**config.mk**
```make
export PLATFORM = sky130hd
export DESIGN_NAME = tod_timer
export DESIGN_NICKNAME = d
export VERILOG_FILES = /design/src/rtl/tod_timer_pkg.sv /design/src/rtl/tmr_src_sel.sv /design/src/rtl/tmr_prescaler.sv /design/src/rtl/tmr_count_core.sv /design/src/rtl/tod_timer.sv
export SDC_FILE = /design/constraint.sdc
export NUM_CORES = 1
export LEC_CHECK = 0
export BUFFER_PORTS_ARGS = -buffer_cell sky130_fd_sc_hd__buf_2
export CORE_MARGIN = 3
export CORE_UTILIZATION = 40
export DETAILED_ROUTE_END_ITERATION = 12
export PLACE_DENSITY_LB_ADDON = 0.3
export SLEW_MARGIN = 25
export SYNTH_ARGS = -nofsm -noshare
export SYNTH_HDL_FRONTEND = slang
export SYNTH_SLANG_ARGS = --single-unit
```
**constraint.sdc**
```tcl
create_clock -name clk -period 4.6 [get_ports clk]
set_clock_uncertainty 0.05 [all_clocks]
set_input_delay 0.92 -clock clk [delete_from_list [all_inputs] [get_ports clk]]
set_output_delay 0.92 -clock clk [all_outputs]
set_load 0.02 [all_outputs]
```
**src/rtl/tod_timer_pkg.sv**
```systemverilog
package tod_timer_pkg;
  localparam int VAL_W     = 32;
  localparam int EVT_N     = 32;
  localparam int EVT_SEL_W = $clog2(EVT_N);
  localparam int PSC_W     = 4;
  localparam int PSC_CNT_W = 15;
  localparam int SRC_W     = 3;
  localparam int CTL_W     = EVT_SEL_W + 1 + SRC_W + PSC_W + 2 + 3;

  localparam logic [SRC_W-1:0] SRC_CORE = 3'd0;
  localparam logic [SRC_W-1:0] SRC_XTAL = 3'd1;
  localparam logic [SRC_W-1:0] SRC_PINA = 3'd2;
  localparam logic [SRC_W-1:0] SRC_PINB = 3'd3;

  typedef enum logic [1:0] {
    FMT_BIN    = 2'b00,
    FMT_RSV    = 2'b01,
    FMT_TOD23  = 2'b10,
    FMT_TOD255 = 2'b11
  } fmt_e;

  typedef struct packed {
    logic [EVT_SEL_W-1:0] evt_sel;
    logic                 cap_en;
    logic [SRC_W-1:0]     src_sel;
    logic [PSC_W-1:0]     psc;
    fmt_e                 fmt;
    logic                 periodic;
    logic                 up;
    logic                 enable;
  } ctl_t;
endpackage

```
**src/rtl/tmr_src_sel.sv**
```systemverilog
module tmr_src_sel
  import tod_timer_pkg::*;
#(
  parameter int SYNC_STAGES = 2
) (
  input  logic             clk,
  input  logic             rst_n,
  input  logic [SRC_W-1:0] sel,
  input  logic             xtal_clk,
  input  logic             pin_a,
  input  logic             pin_b,
  output logic             src_en
);
  localparam int EXT_N = 3;

  logic [EXT_N-1:0] ext_raw;
  logic [EXT_N-1:0] ext_edge;

  assign ext_raw = {pin_b, pin_a, xtal_clk};

  for (genvar gi = 0; gi < EXT_N; gi++) begin : g_sync
    logic [SYNC_STAGES:0] chain;
    always_ff @(posedge clk or negedge rst_n) begin
      if (!rst_n) chain <= '0;
      else        chain <= {chain[SYNC_STAGES-1:0], ext_raw[gi]};
    end
    assign ext_edge[gi] = chain[SYNC_STAGES-1] & ~chain[SYNC_STAGES];
  end

  always_comb begin
    unique case (sel)
      SRC_CORE: src_en = 1'b1;
      SRC_XTAL: src_en = ext_edge[0];
      SRC_PINA: src_en = ext_edge[1];
      SRC_PINB: src_en = ext_edge[2];
      default:  src_en = 1'b0;
    endcase
  end

  assert_ext_single_pulse_R10: assert property (@(posedge clk) disable iff (!rst_n)
    (src_en && sel != SRC_CORE) |=> (!src_en || !$stable(sel)));

  assert_reserved_src_silent_R10: assert property (@(posedge clk) disable iff (!rst_n)
    sel[2] |-> !src_en);
endmodule

```
**src/rtl/tmr_prescaler.sv**
```systemverilog
module tmr_prescaler
  import tod_timer_pkg::*;
(
  input  logic             clk,
  input  logic             rst_n,
  input  logic             run,
  input  logic             src_en,
  input  logic [PSC_W-1:0] code,
  output logic             tick
);
  logic [PSC_CNT_W-1:0] cnt;
  logic [PSC_CNT_W-1:0] mask;

  assign mask = (PSC_CNT_W'(1) << code) - PSC_CNT_W'(1);
  assign tick = run && src_en && ((cnt & mask) == mask);

  always_ff @(posedge clk or negedge rst_n) begin
    if (!rst_n)      cnt <= '0;
    else if (!run)   cnt <= '0;
    else if (src_en) cnt <= cnt + PSC_CNT_W'(1);
  end

  assert_no_back_to_back_R6: assert property (@(posedge clk) disable iff (!rst_n)
    (tick && code != '0) |=> (!tick || !$stable(code)));

  assert_idle_no_tick_R7: assert property (@(posedge clk) disable iff (!rst_n)
    !run |-> !tick);
endmodule

```
**src/rtl/tmr_count_core.sv**
```systemverilog
module tmr_count_core
  import tod_timer_pkg::*;
(
  input  logic             clk,
  input  logic             rst_n,
  input  logic             tick,
  input  logic             up,
  input  logic             periodic,
  input  fmt_e             fmt,
  input  logic             ld_we,
  input  logic [VAL_W-1:0] ld_wdata,
  input  logic [VAL_W-1:0] reload,
  output logic [VAL_W-1:0] value,
  output logic             term_hit
);
  localparam logic [7:0] HUND_MAX = 8'd99;
  localparam logic [7:0] SIX_MAX  = 8'd59;

  logic             tod;
  logic [7:0]       hr_max;
  logic [VAL_W-1:0] term_val;
  logic [VAL_W-1:0] bin_step;
  logic [VAL_W-1:0] tod_step;
  logic [VAL_W-1:0] nxt;

  assign tod    = fmt[1];
  assign hr_max = (fmt == FMT_TOD23) ? 8'd23 : 8'd255;

  always_comb begin
    if (tod) term_val = up ? {hr_max, SIX_MAX, SIX_MAX, HUND_MAX} : '0;
    else     term_val = up ? '1 : '0;
  end

  assign term_hit = tick && (value == term_val);
  assign bin_step = up ? value + VAL_W'(1) : value - VAL_W'(1);

  always_comb begin
    logic [7:0] f_c, f_s, f_m, f_h;
    logic       ca;
    f_c = value[7:0];
    f_s = value[15:8];
    f_m = value[23:16];
    f_h = value[31:24];
    if (up) begin
      ca = 1'b1;
      if (f_c >= HUND_MAX) f_c = 8'd0; else begin f_c = f_c + 8'd1; ca = 1'b0; end
      if (ca) begin
        if (f_s >= SIX_MAX) f_s = 8'd0; else begin f_s = f_s + 8'd1; ca = 1'b0; end
      end
      if (ca) begin
        if (f_m >= SIX_MAX) f_m = 8'd0; else begin f_m = f_m + 8'd1; ca = 1'b0; end
      end
      if (ca) begin
        if (f_h >= hr_max) f_h = 8'd0; else f_h = f_h + 8'd1;
      end
    end else begin
      ca = 1'b1;
      if (f_c == 8'd0) f_c = HUND_MAX; else begin f_c = f_c - 8'd1; ca = 1'b0; end
      if (ca) begin
        if (f_s == 8'd0) f_s = SIX_MAX; else begin f_s = f_s - 8'd1; ca = 1'b0; end
      end
      if (ca) begin
        if (f_m == 8'd0) f_m = SIX_MAX; else begin f_m = f_m - 8'd1; ca = 1'b0; end
      end
      if (ca) begin
        if (f_h == 8'd0) f_h = hr_max; else f_h = f_h - 8'd1;
      end
    end
    tod_step = {f_h, f_m, f_s, f_c};
  end

  always_comb begin
    if (term_hit && periodic) nxt = reload;
    else if (tod)             nxt = tod_step;
    else                      nxt = bin_step;
  end

  always_ff @(posedge clk or negedge rst_n) begin
    if (!rst_n)     value <= '1;
    else if (ld_we) value <= ld_wdata;
    else if (tick)  value <= nxt;
  end

  assert_tod_fields_range_R9: assert property (@(posedge clk) disable iff (!rst_n)
    (tick && tod && !ld_we && !(term_hit && periodic) &&
     value[7:0] <= HUND_MAX && value[15:8] <= SIX_MAX && value[23:16] <= SIX_MAX)
    |=> (value[7:0] <= HUND_MAX && value[15:8] <= SIX_MAX && value[23:16] <= SIX_MAX));

  assert_periodic_reload_R5: assert property (@(posedge clk) disable iff (!rst_n)
    (term_hit && periodic && !ld_we) |=> (value == $past(reload)));

  assert_load_wins_R2: assert property (@(posedge clk) disable iff (!rst_n)
    ld_we |=> (value == $past(ld_wdata)));
endmodule

```
**src/rtl/tod_timer.sv**
```systemverilog
module tod_timer
  import tod_timer_pkg::*;
(
  input  logic                 clk,
  input  logic                 rst_n,
  input  logic                 ld_we,
  input  logic [VAL_W-1:0]     ld_wdata,
  input  logic                 ctl_we,
  input  logic [CTL_W-1:0]     ctl_wdata,
  input  logic                 clri_we,
  input  logic                 cap_we,
  input  logic [VAL_W-1:0]     cap_wdata,
  input  logic                 xtal_clk,
  input  logic                 pin_a,
  input  logic                 pin_b,
  input  logic [EVT_N-1:0]     evt_in,
  output logic [VAL_W-1:0]     cur_val,
  output logic [VAL_W-1:0]     ld_val,
  output logic [CTL_W-1:0]     ctl_val,
  output logic [VAL_W-1:0]     cap_val,
  output logic                 irq
);
  ctl_t             ctl_q;
  logic [VAL_W-1:0] ld_q;
  logic [VAL_W-1:0] cap_q;
  logic             irq_q;
  logic             src_en;
  logic             tick;
  logic             term_hit;
  logic             evt_sel_bit;
  logic             evt_prev;
  logic             cap_fire;

  always_ff @(posedge clk or negedge rst_n) begin
    if (!rst_n) begin
      ctl_q <= '0;
      ld_q  <= '0;
    end else begin
      if (ctl_we) ctl_q <= ctl_t'(ctl_wdata);
      if (ld_we)  ld_q  <= ld_wdata;
    end
  end

  tmr_src_sel #(.SYNC_STAGES(2)) u_src (
    .clk      (clk),
    .rst_n    (rst_n),
    .sel      (ctl_q.src_sel),
    .xtal_clk (xtal_clk),
    .pin_a    (pin_a),
    .pin_b    (pin_b),
    .src_en   (src_en)
  );

  tmr_prescaler u_psc (
    .clk    (clk),
    .rst_n  (rst_n),
    .run    (ctl_q.enable),
    .src_en (src_en),
    .code   (ctl_q.psc),
    .tick   (tick)
  );

  tmr_count_core u_core (
    .clk      (clk),
    .rst_n    (rst_n),
    .tick     (tick),
    .up       (ctl_q.up),
    .periodic (ctl_q.periodic),
    .fmt      (ctl_q.fmt),
    .ld_we    (ld_we),
    .ld_wdata (ld_wdata),
    .reload   (ld_q),
    .value    (cur_val),
    .term_hit (term_hit)
  );

  assign evt_sel_bit = evt_in[ctl_q.evt_sel];
  assign cap_fire    = ctl_q.cap_en && evt_sel_bit && !evt_prev;

  always_ff @(posedge clk or negedge rst_n) begin
    if (!rst_n) begin
      evt_prev <= 1'b0;
      cap_q    <= '0;
      irq_q    <= 1'b0;
    end else begin
      evt_prev <= evt_sel_bit;
      if (cap_fire)    cap_q <= cur_val;
      else if (cap_we) cap_q <= cap_wdata;
      if (term_hit)     irq_q <= 1'b1;
      else if (clri_we) irq_q <= 1'b0;
    end
  end

  assign ld_val  = ld_q;
  assign ctl_val = CTL_W'(ctl_q);
  assign cap_val = cap_q;
  assign irq     = irq_q;

  assert_irq_set_R12: assert property (@(posedge clk) disable iff (!rst_n)
    term_hit |=> irq);

  assert_irq_clear_R12: assert property (@(posedge clk) disable iff (!rst_n)
    (clri_we && !term_hit) |=> !irq);

  assert_capture_copy_R11: assert property (@(posedge clk) disable iff (!rst_n)
    cap_fire |=> (cap_val == $past(cur_val)));

  assert_cap_idle_hold_R11: assert property (@(posedge clk) disable iff (!rst_n)
    (!ctl_q.cap_en && !cap_we) |=> $stable(cap_val));

  assert_disabled_hold_R7: assert property (@(posedge clk) disable iff (!rst_n)
    (!ctl_q.enable && !ld_we) |=> $stable(cur_val));
endmodule

```
== After elaboration in Yosys (flattened, before gate mapping) ==
Index checks and enable logic that the tools add are counted.

* Shift-type cells: 1
* Mux-type cells: 52
* Add/sub/neg operators: 12
* Reduce and logical (&&, ||, !) cells: 18
* $lt $le $gt $ge: 5
* Bitwise logic cells: 7
* Equal/unequal tests: 13

{| class="wikitable"
|+ Operator list
! operator !! count
|-
| 32-bit 2-to-1 mux || 10
|-
| 8-bit 2-to-1 mux || 19
|-
| 32-bit by 1-bit adder with 32-bit output (second input constant) || 1
|-
| 8-bit by 1-bit adder with 8-bit output (second input constant) || 4
|-
| 32-bit equality test || 1
|-
| 8-bit logical NOT || 4
|-
| 32-bit by 1-bit subtractor with 32-bit output (second input constant) || 1
|-
| 8-bit by 1-bit subtractor with 8-bit output (second input constant) || 4
|-
| 15-bit 2-to-1 mux || 2
|-
| 5-bit by 3-bit != test with 1-bit output (second input constant) || 6
|-
| 1-bit 2-to-1 mux || 19
|-
| 8-bit by 6-bit greater-or-equal comparator with 1-bit output (second input constant) || 2
|-
| 15-bit by 1-bit adder with 15-bit output (second input constant) || 1
|-
| 15-bit bitwise AND || 1
|-
| 15-bit equality test || 1
|-
| 1-bit by 4-bit << shifter with 15-bit output (first input constant) || 1
|-
| 15-bit by 2-bit subtractor with 15-bit output (second input constant) || 1
|-
| 3-bit AND reduction || 3
|-
| 8-bit by 7-bit greater-or-equal comparator with 1-bit output (second input constant) || 1
|-
| 8-bit greater-or-equal comparator || 1
|-
| 3-bit by 2-bit equality test with 1-bit output (second input constant) || 2
|-
| 1-bit logical AND || 6
|-
| 5-bit by 6-bit < comparator with 1-bit output (second input constant) || 1
|-
| 2-bit nonzero test || 3
|-
| 9 further kinds || 13
|}

* Logic and storage cells: 128
* Register bits: 140

== Longest topological paths before layout ==
Gate-level depths: netlist (run 1).

* Depth in word-level cells: 13
* Gate-level depth with buffers: 16

== Hierarchy ==
From an unflattened synthesis (run 1), not the netlist that was laid out.

* Cells, all modules: 1154
* Area, all modules: 10575.1 µm²

{| class="wikitable"
|+ Modules (own cells, without submodules)
! module !! times used !! cells an instance !! area each (µm²)
|-
| tmr_count_core || 1 || 763 || 5439.0
|-
| tod_timer || 1 || 259 || 3842.4
|-
| tmr_prescaler || 1 || 118 || 1029.7
|-
| tmr_src_sel || 1 || 14 || 264.0
|}

== Worst setup path after synthesis (run 1) ==
OpenSTA, ideal clock, no wires.

* Path kind: register to register
* Start: register ctl_q (netlist bit ctl_val[1])
* End: register u_core.value[16]
* Path buffers: 2
* Stages on the path, launching flop included: 13
* Data required time: 4473 ps
* Path slack: 623 ps
* Data arrival time: 3849 ps
* Cells stage by stage: dfrtp_1 buf_2 inv_1 clkbuf_1 ha_1 a21o_1 a221oi_2 o22ai_1 o31a_1 or4b_1 nand3_1 o21ai_0 a31oi_1

* Longest elaborated chain between the ends: 8
* Elaborated cells on any way between the ends: 15

{| class="wikitable"
|+ Ends and longest elaborated chain
! element !! RTL line !! RTL
|-
| from (decl) || tod_timer.sv:23 || <nowiki>ctl_t ctl_q;</nowiki>
|-
| from (signal assigned) || tod_timer.sv:39 || <nowiki>if (ctl_we) ctl_q <= ctl_t'(ctl_wdata);</nowiki>
|-
| 32-bit 2-to-1 mux (on tied branches) || tmr_count_core.sv:31, tmr_count_core.sv:30 ||
|-
| 32-bit 2-to-1 mux || tmr_count_core.sv:30 || <nowiki>if (tod) term_val = up ? {hr_max, SIX_MAX, SIX_MAX, HUND_MAX} : '0;</nowiki>
|-
| 32-bit equality test || tmr_count_core.sv:34 || <nowiki>assign term_hit = tick && (value == term_val);</nowiki>
|-
| 1-bit logical AND || tmr_count_core.sv:34 ||
|-
| 1-bit logical AND || tmr_count_core.sv:73 || <nowiki>if (term_hit && periodic) nxt = reload;</nowiki>
|-
| 32-bit 2-to-1 mux || tmr_count_core.sv:73 ||
|-
| 32-bit 2-to-1 mux || tmr_count_core.sv:81 || <nowiki>else if (tick) value <= nxt;</nowiki>
|-
| 32-bit 2-to-1 mux || tmr_count_core.sv:80 || <nowiki>else if (ld_we) value <= ld_wdata;</nowiki>
|-
| to (signal assigned) || tmr_count_core.sv:80 ||
|-
| to (signal assigned) || tmr_count_core.sv:81 ||
|-
| to (decl) || tmr_count_core.sv:13 || <nowiki>output logic [VAL_W-1:0] value,</nowiki>
|}

Parallel ways exist; a longest one is shown, timed or not. The select of a mux whose other input is x is not followed.
A chain may end at the register's enable or synchronous reset.

== Final worst setup path (run 1) ==
* Start: register ctl_q (netlist bit ctl_val[8])
* End: register u_core.value[15]

* Longest elaborated chain between the ends: 10
* Elaborated cells on any way between the ends: 14

{| class="wikitable"
|+ Ends and longest elaborated chain
! element !! RTL line !! RTL
|-
| 1-bit by 4-bit << shifter with 15-bit output (*) || tmr_prescaler.sv:14 || <nowiki>assign mask = (PSC_CNT_W'(1) << code) - PSC_CNT_W'(1);</nowiki>
|-
| 15-bit by 2-bit subtractor with 15-bit output (*) || tmr_prescaler.sv:14 ||
|-
| 15-bit bitwise AND || tmr_prescaler.sv:15 || <nowiki>assign tick = run && src_en && ((cnt & mask) == mask);</nowiki>
|-
| 15-bit equality test (*) || tmr_prescaler.sv:15 ||
|-
| 1-bit logical AND (*) || tmr_prescaler.sv:15 ||
|-
| 1-bit logical AND || tmr_count_core.sv:34 ||
|-
| 1-bit logical AND || tmr_count_core.sv:73 ||
|-
| 32-bit 2-to-1 mux || tmr_count_core.sv:73 ||
|-
| 32-bit 2-to-1 mux || tmr_count_core.sv:81 ||
|-
| 32-bit 2-to-1 mux || tmr_count_core.sv:80 ||
|}

Every way passes the cells marked *; elsewhere a longest branch is shown, timed or not. The select of a mux whose other input is x is not followed.

==> results of run 1 <==
## logic make-up (layout without fill, tap and decap cells)
kind of cell	count (synthesis)	count (layout)	share of synthesized area
fa+ha+maj	46	46	0.0542
mux	84	84	0.0927
flops	140	140	0.329
simple gates	387	387	0.183
xor+xnor	64	64	0.0521
compound gates	368	368	0.228
buf+inv	145	333	0.0610
## state kept, by name, summed over array words and instances, names as in the netlist
register and cells:
cap_val 32, ctl_val 18, evt_prev 1, irq 1
ld_val 32, u_core.value 32, u_psc.cnt 15, u_src.g_sync.chain 9
## worst max path at each step
| stage | from | end | cells after the start | slack [ps] |
|---|---|---|---|---|
| 2_1_floorplan | ctl_val[1] | u_core.value[16] | 12 | 620 |
| 3_3_place_gp | ctl_val[8] | u_core.value[15] | 11 | 930 |
| 3_5_place_dp | ctl_val[8] | u_core.value[15] | 11 | 820 |
| 4_1_cts | ctl_val[8] | u_core.value[15] | 11 | 790 |
| 5_1_grt | ctl_val[8] | u_core.value[12] | 11 | 500 |
| 6_report | ctl_val[8] | u_core.value[15] | 11 | 780 |
## power groups by stage
stage / logic [mW] / clock network [mW] / registers, mW
floorplan: 1.39 / 0 / 1.83
CTS: 2.08 / 1.47 / 1.74
global placement: 2.05 / 0 / 1.75
detailed placement: 2.07 / 0 / 1.75
global route: 2.31 / 1.52 / 1.77
finish: 2.08 / 1.44 / 1.74
## layout make-up
type / count / share of cell area
Multi-Input combinational cell: 949 / 0.520
Sequential cell: 140 / 0.281
Timing Repair Buffer: 252 / 0.105
Clock buffer: 18 / 0.0340
Tap cell: 335 / 0.0332
Inverter: 49 / 0.0146
Clock inverter: 14 / 0.0134
## cell usage after synthesis (all sizes together), types with 7 or more instances
library cell  count  area share
nand4            10      0.0058
nor4             10      0.0064
o21a             11      0.0077
nor2b             9      0.0052
nor2             68       0.024
o31ai             8      0.0060
mux2             25       0.026
or3              14      0.0081
xnor2            37       0.030
inv              48       0.017
a31oi            33       0.021
buf              46       0.026
o211ai           14      0.0098
ha               45       0.052
mux4             10       0.021
mux2i            49       0.046
nor3b            10      0.0070
a21oi            62       0.030
and2             20       0.012
nor3             42       0.021
and3             12      0.0070
dfstp            32       0.078
o21ai           116       0.054
a211oi           18       0.013
a211o             7      0.0057
clkbuf           50       0.018
xor2             27       0.022
dfrtp           108        0.25
nand3            39       0.019
nand2           122       0.043
a21o             23       0.016
## stage by stage
stage	util	setup slack, ps	std cells	area (µm²)
global route	0.481	505	1757	12600
global placement	0.458	927	1725	12000
floorplan	-	623	1234	10800
detailed placement	0.458	816	1725	12000
CTS	0.481	789	1757	12600
finish	0.481	777	1757	12600
## routing by layer
metal | share of wire | up-vias | GRT usage
li1 | - | 4879 | -
met1 | 0.44 | 4843 | 0.294
met2 | 0.46 | 379 | 0.376
met3 | 0.081 | 43 | 0.0592
met4 | 0.014 | 4 | 0.0561
met5 | 0.00042 | - | 0
## critical path, stage by stage, from the launching register on
cell	delay, ps
dfrtp_1	500
nor3_1	330
nand2_1	100
ha_1	290
o21a_1	120
o221ai_1	110
a311o_2	360
nor4b_4	430
and3_1	590
nor2_1	340
a2bb2oi_1	220
mux2_1	290
==> out/metrics.yaml, run 1 <==
core-area_mm2: 0.0263
arrival_ps: 4130
p_comb_frac: 0.396
track_usage: 0.226
place.port_buffers: 237
rsz0062_at_grt: "no"
synth_area_mm2: 0.0108
yosysWarnings: 0
leakage_nw: 5.63
min_to: "u_src.g_sync[1].chain[1]"
fp-row-count: 59
fin_nets: 1578
finalCritPeriodShare: 0.831
post_cts_buffers: 0
cts_tree: "done"
gp_congestion: 0.945
drcViolationCount: 0
grt_max_degree: 92
grt_pass1_vias: 9904
peakVddDrop_mv: 0.241
wl_per_cell_um: 18.8
grt_pass1_wl_um: 52800
mostFrequentLayoutCells: "buf_2, nand2_1, dfrtp_1, o21ai_0, nor2_1"
p_sw_mw: 2.10
multi_input_area_mm2: 0.00656
cts.repair.resized: 0
switching_share: 0.400
mostFrequentLayoutCell: "buf_2"
period_minus_slack_ps: 3820
slew_violations: 0
clock_sinks: 140
start_kind: "flop"
dp_hpwl_um: 23600
worstPathRequired_ps: 4900
via_count: 10148
hp-class: "flop to flop"
rr_startpoint: "ctl_val[8]"
synth_ff_type: "dfrtp_1"
cts_buffers: 17
drtAntennaViolNets: 0
critPathKind: "flop to flop"
synth_edf_count: 0
die_w_um: 170
slew_headroom: 0.436
min_from: "u_src.g_sync[1].chain[0]"
drive_gt1_frac: 0.264
maxCapViolCount: 0
synth_cell_types: 94
seq_area_frac_synth: 0.329
hold_ws_ps: 299
path_max_fanout: 12
syn_to_final_growth_pct: 17.4
die-area_mm2: 0.0289
clock_latency_ps: 430
pwr-share-seq: 0.330
pwr-share-clk: 0.274
r2r_slack_ps: 780
p_per_area_mw_per_mm2: 416
dieHeight_um: 170
max_freq_mhz: 262
grt.overflow.total: 0
hold_depth: 0
async_flop_share: 1.00
dr.pass1.iters: 5
max_slew.worst_pin.slew_ps: 838
nFillCells: 2570
synth_cells: 1234
seq_area_mm2: 0.00354
wirelength_um: 33100
synth_seq_cells: 140
start_util: 0.409
total_power_mw: 5.26
clock_tree.root_cell: "clkbuf_16"
r2r_cells: 11
path_clk_slew_ps: 60
drt_iter0_markers: 616
syn_nets: 1403
setup_viol: 0
insertedDiodeCount: 0
h-tree-depth: 4
fin_setup_tns_ps: 0
io_pins: 238
end_kind: "flop"
antenna_found_initial: 2
status: "finished, final reports clean"
intPower_mw: 3.16
drt-vias-per-instance: 5.78
hold_viol_final: 0
ctsHoldBuffers: 0
syn_area_per_cell_um2: 8.72
clock_path_buffers: 2
worstReg2RegEnd: "u_core.value[15]"
Power figures use the tool's default switching activity.
==> run 2: changes to the inputs <==
==> constraint.sdc (replaced) <==
create_clock -name clk -period 3.25 [get_ports clk]
set_clock_uncertainty 0.05 [all_clocks]
set_input_delay 0.65 -clock clk [delete_from_list [all_inputs] [get_ports clk]]
set_output_delay 0.65 -clock clk [all_outputs]
set_load 0.02 [all_outputs]
==> run 2 against run 1 <==
Against the previous run:
- worst setup slack worse by 610 ps
- fmax up 24%
- critical path depth unchanged
- cell count up 4.2%
- non-clock buffer count up 73
- register-to-register slack worse by 610 ps
- utilization up 2.3 points
- global-route usage up 0.55 points
- first-iteration DRC count up 31%
- wire length up 3.8%
==> out/metrics.yaml, run 2 (same netlist as run 1, synthesis figures left out) <==
cp_slowest_cell: "or4b_1"
leakage_nw: 6.00
start_kind: "flop"
grt_max_degree: 63
max_slew.worst_pin.slew_ps: 577
hp-class: "primary input to async pin"
fp-row-count: 59
grt.overflow.total: 0
io_pins: 238
cts_tree: "done"
crit_buf_inv: 2
fin_setup_tns_ps: 0
slew_violations: 0
post-place-cells: 1795
place.port_buffers: 237
slew_headroom: 0.612
fin_nets: 1652
placed_cell_area_mm2: 0.0126
clock_path_buffers: 2
mostFrequentLayoutCells: "buf_2, nand2_1, dfrtp_1, buf_4, o21ai_0"
cts_buffers: 17
track_usage: 0.231
dr.pass1.iters: 6
gp_congestion: 0.971
drive_gt1_frac: 0.306
wirelength_um: 34400
design_area_mm2: 0.0132
die_w_um: 170
wl_per_cell_um: 18.8
antenna_found_initial: 1
worst_slack_ps: 171
core-area_mm2: 0.0263
syn_to_final_growth_pct: 22.9
via_count: 10574
start_util: 0.409
setup_viol: 0
hold_ws_ps: 81.5
p_per_area_mw_per_mm2: 575
status: "finished, final reports clean"
hold_viol_final: 0
critPathKind: "flop to flop"
arrival_ps: 3390
peakVddDrop_mv: 0.291
crit_path_max_incr_delay_ps: 480
drt_iter0_markers: 805
grt_pass1_vias: 10116
insertedDiodeCount: 0
dp_hpwl_um: 25300
max_freq_mhz: 325
pre_cts_ws_ps: 82.2
period_minus_slack_ps: 3080
drtAntennaViolNets: 0
drt-vias-per-instance: 5.77
die-area_mm2: 0.0289
grt_pass1_wl_um: 54000
fin_cells: 1831
dieHeight_um: 170
end_kind: "flop"
mostFrequentLayoutCell: "buf_2"
path_clk_slew_ps: 70
path_cells: "inv_1 -> buf_4 -> ha_1 -> and3_1 -> a221oi_4 -> o22ai_2 -> o31a_1 -> or4b_1 -> nand3_1 -> o21ai_0 -> a31oi_1"
drcViolationCount: 0
maxCapViolCount: 0
critPathTopFamily: "compound AO/OA/AOI/OAI gates"
clock_latency_ps: 440
worstPathRequired_ps: 3560
path_max_fanout: 12
nFillCells: 2522
ctsHoldBuffers: 0
clock_tree.root_cell: "clkbuf_16"
clock_sinks: 140
finalCritPeriodShare: 0.947
h-tree-depth: 4
[run 2: repair_timing]
item,in CTS,in global routing
gates resized for setup,0,11
endpoints found under the hold margin,0,0
buffers inserted,0,3
endpoints found under the setup margin,0,17
[run 2: final cells by class]
| class | instances | area, µm² | share of cell area |
|---|---|---|---|
| Timing Repair Buffer | 325 | 1890 | 0.143 |
| Inverter | 49 | 184 | 0.0139 |
| Sequential cell | 140 | 3540 | 0.268 |
| Multi-Input combinational cell | 950 | 6620 | 0.500 |
| Clock buffer | 17 | 425 | 0.0322 |
| Tap cell | 335 | 419 | 0.0317 |
| Clock inverter | 15 | 143 | 0.0108 |
[run 2: where the power goes]
part / switching [mW] / leakage, nW / internal [mW]
Clock: 0.921 / 0.283 / 1.02
Sequential: 0.286 / 1.65 / 2.06
Combinational: 1.95 / 4.06 / 1.37
Total: 3.15 / 6.00 / 4.45
[run 2: worst paths after layout]
path / startpoint / end / slack [ps] / cells after the start
setup reg to reg: ctl_val[1] / u_core.value[16] / 170 / 11
setup / recovery: ctl_val[1] / u_core.value[16] / 170 / 11
max in group asynchronous: rst_n / u_core.value[29] / 2220 / 2
hold reg to reg: u_src.g_sync[1].chain[0] / u_src.g_sync[1].chain[1] / 300 / 0
hold / removal: rst_n / cap_val[7] / 80 / 1
min in group clk: pin_a / u_src.g_sync[1].chain[0] / 260 / 1
[run 2: worst reg2reg max path, delay by kind of cell (launching register included)]
kind,cells,cell delay (ps)
fa+ha+maj,1,340
buf+inv,2,350
simple gates,3,790
compound gates,5,1120
flops,1,370
[run 2: per-layer routing]
metal	up-vias	GRT usage	wire, µm
met1	5067	0.315	15400
met3	48	0.0469	2580
li1	5034	-	-
met5	-	0	15
met4	2	0.0582	525
met2	423	0.379	15800
[run 2: per-stage QoR]
| step | power [mW] | util |
|---|---|---|
| 4_1_cts | 7.59 | 0.501 |
| 6_report | 7.61 | 0.503 |
| 2_1_floorplan | 4.56 | - |
| 3_3_place_gp | 5.59 | 0.479 |
| 3_5_place_dp | 5.63 | 0.479 |
| 5_1_grt | 8.09 | 0.503 |
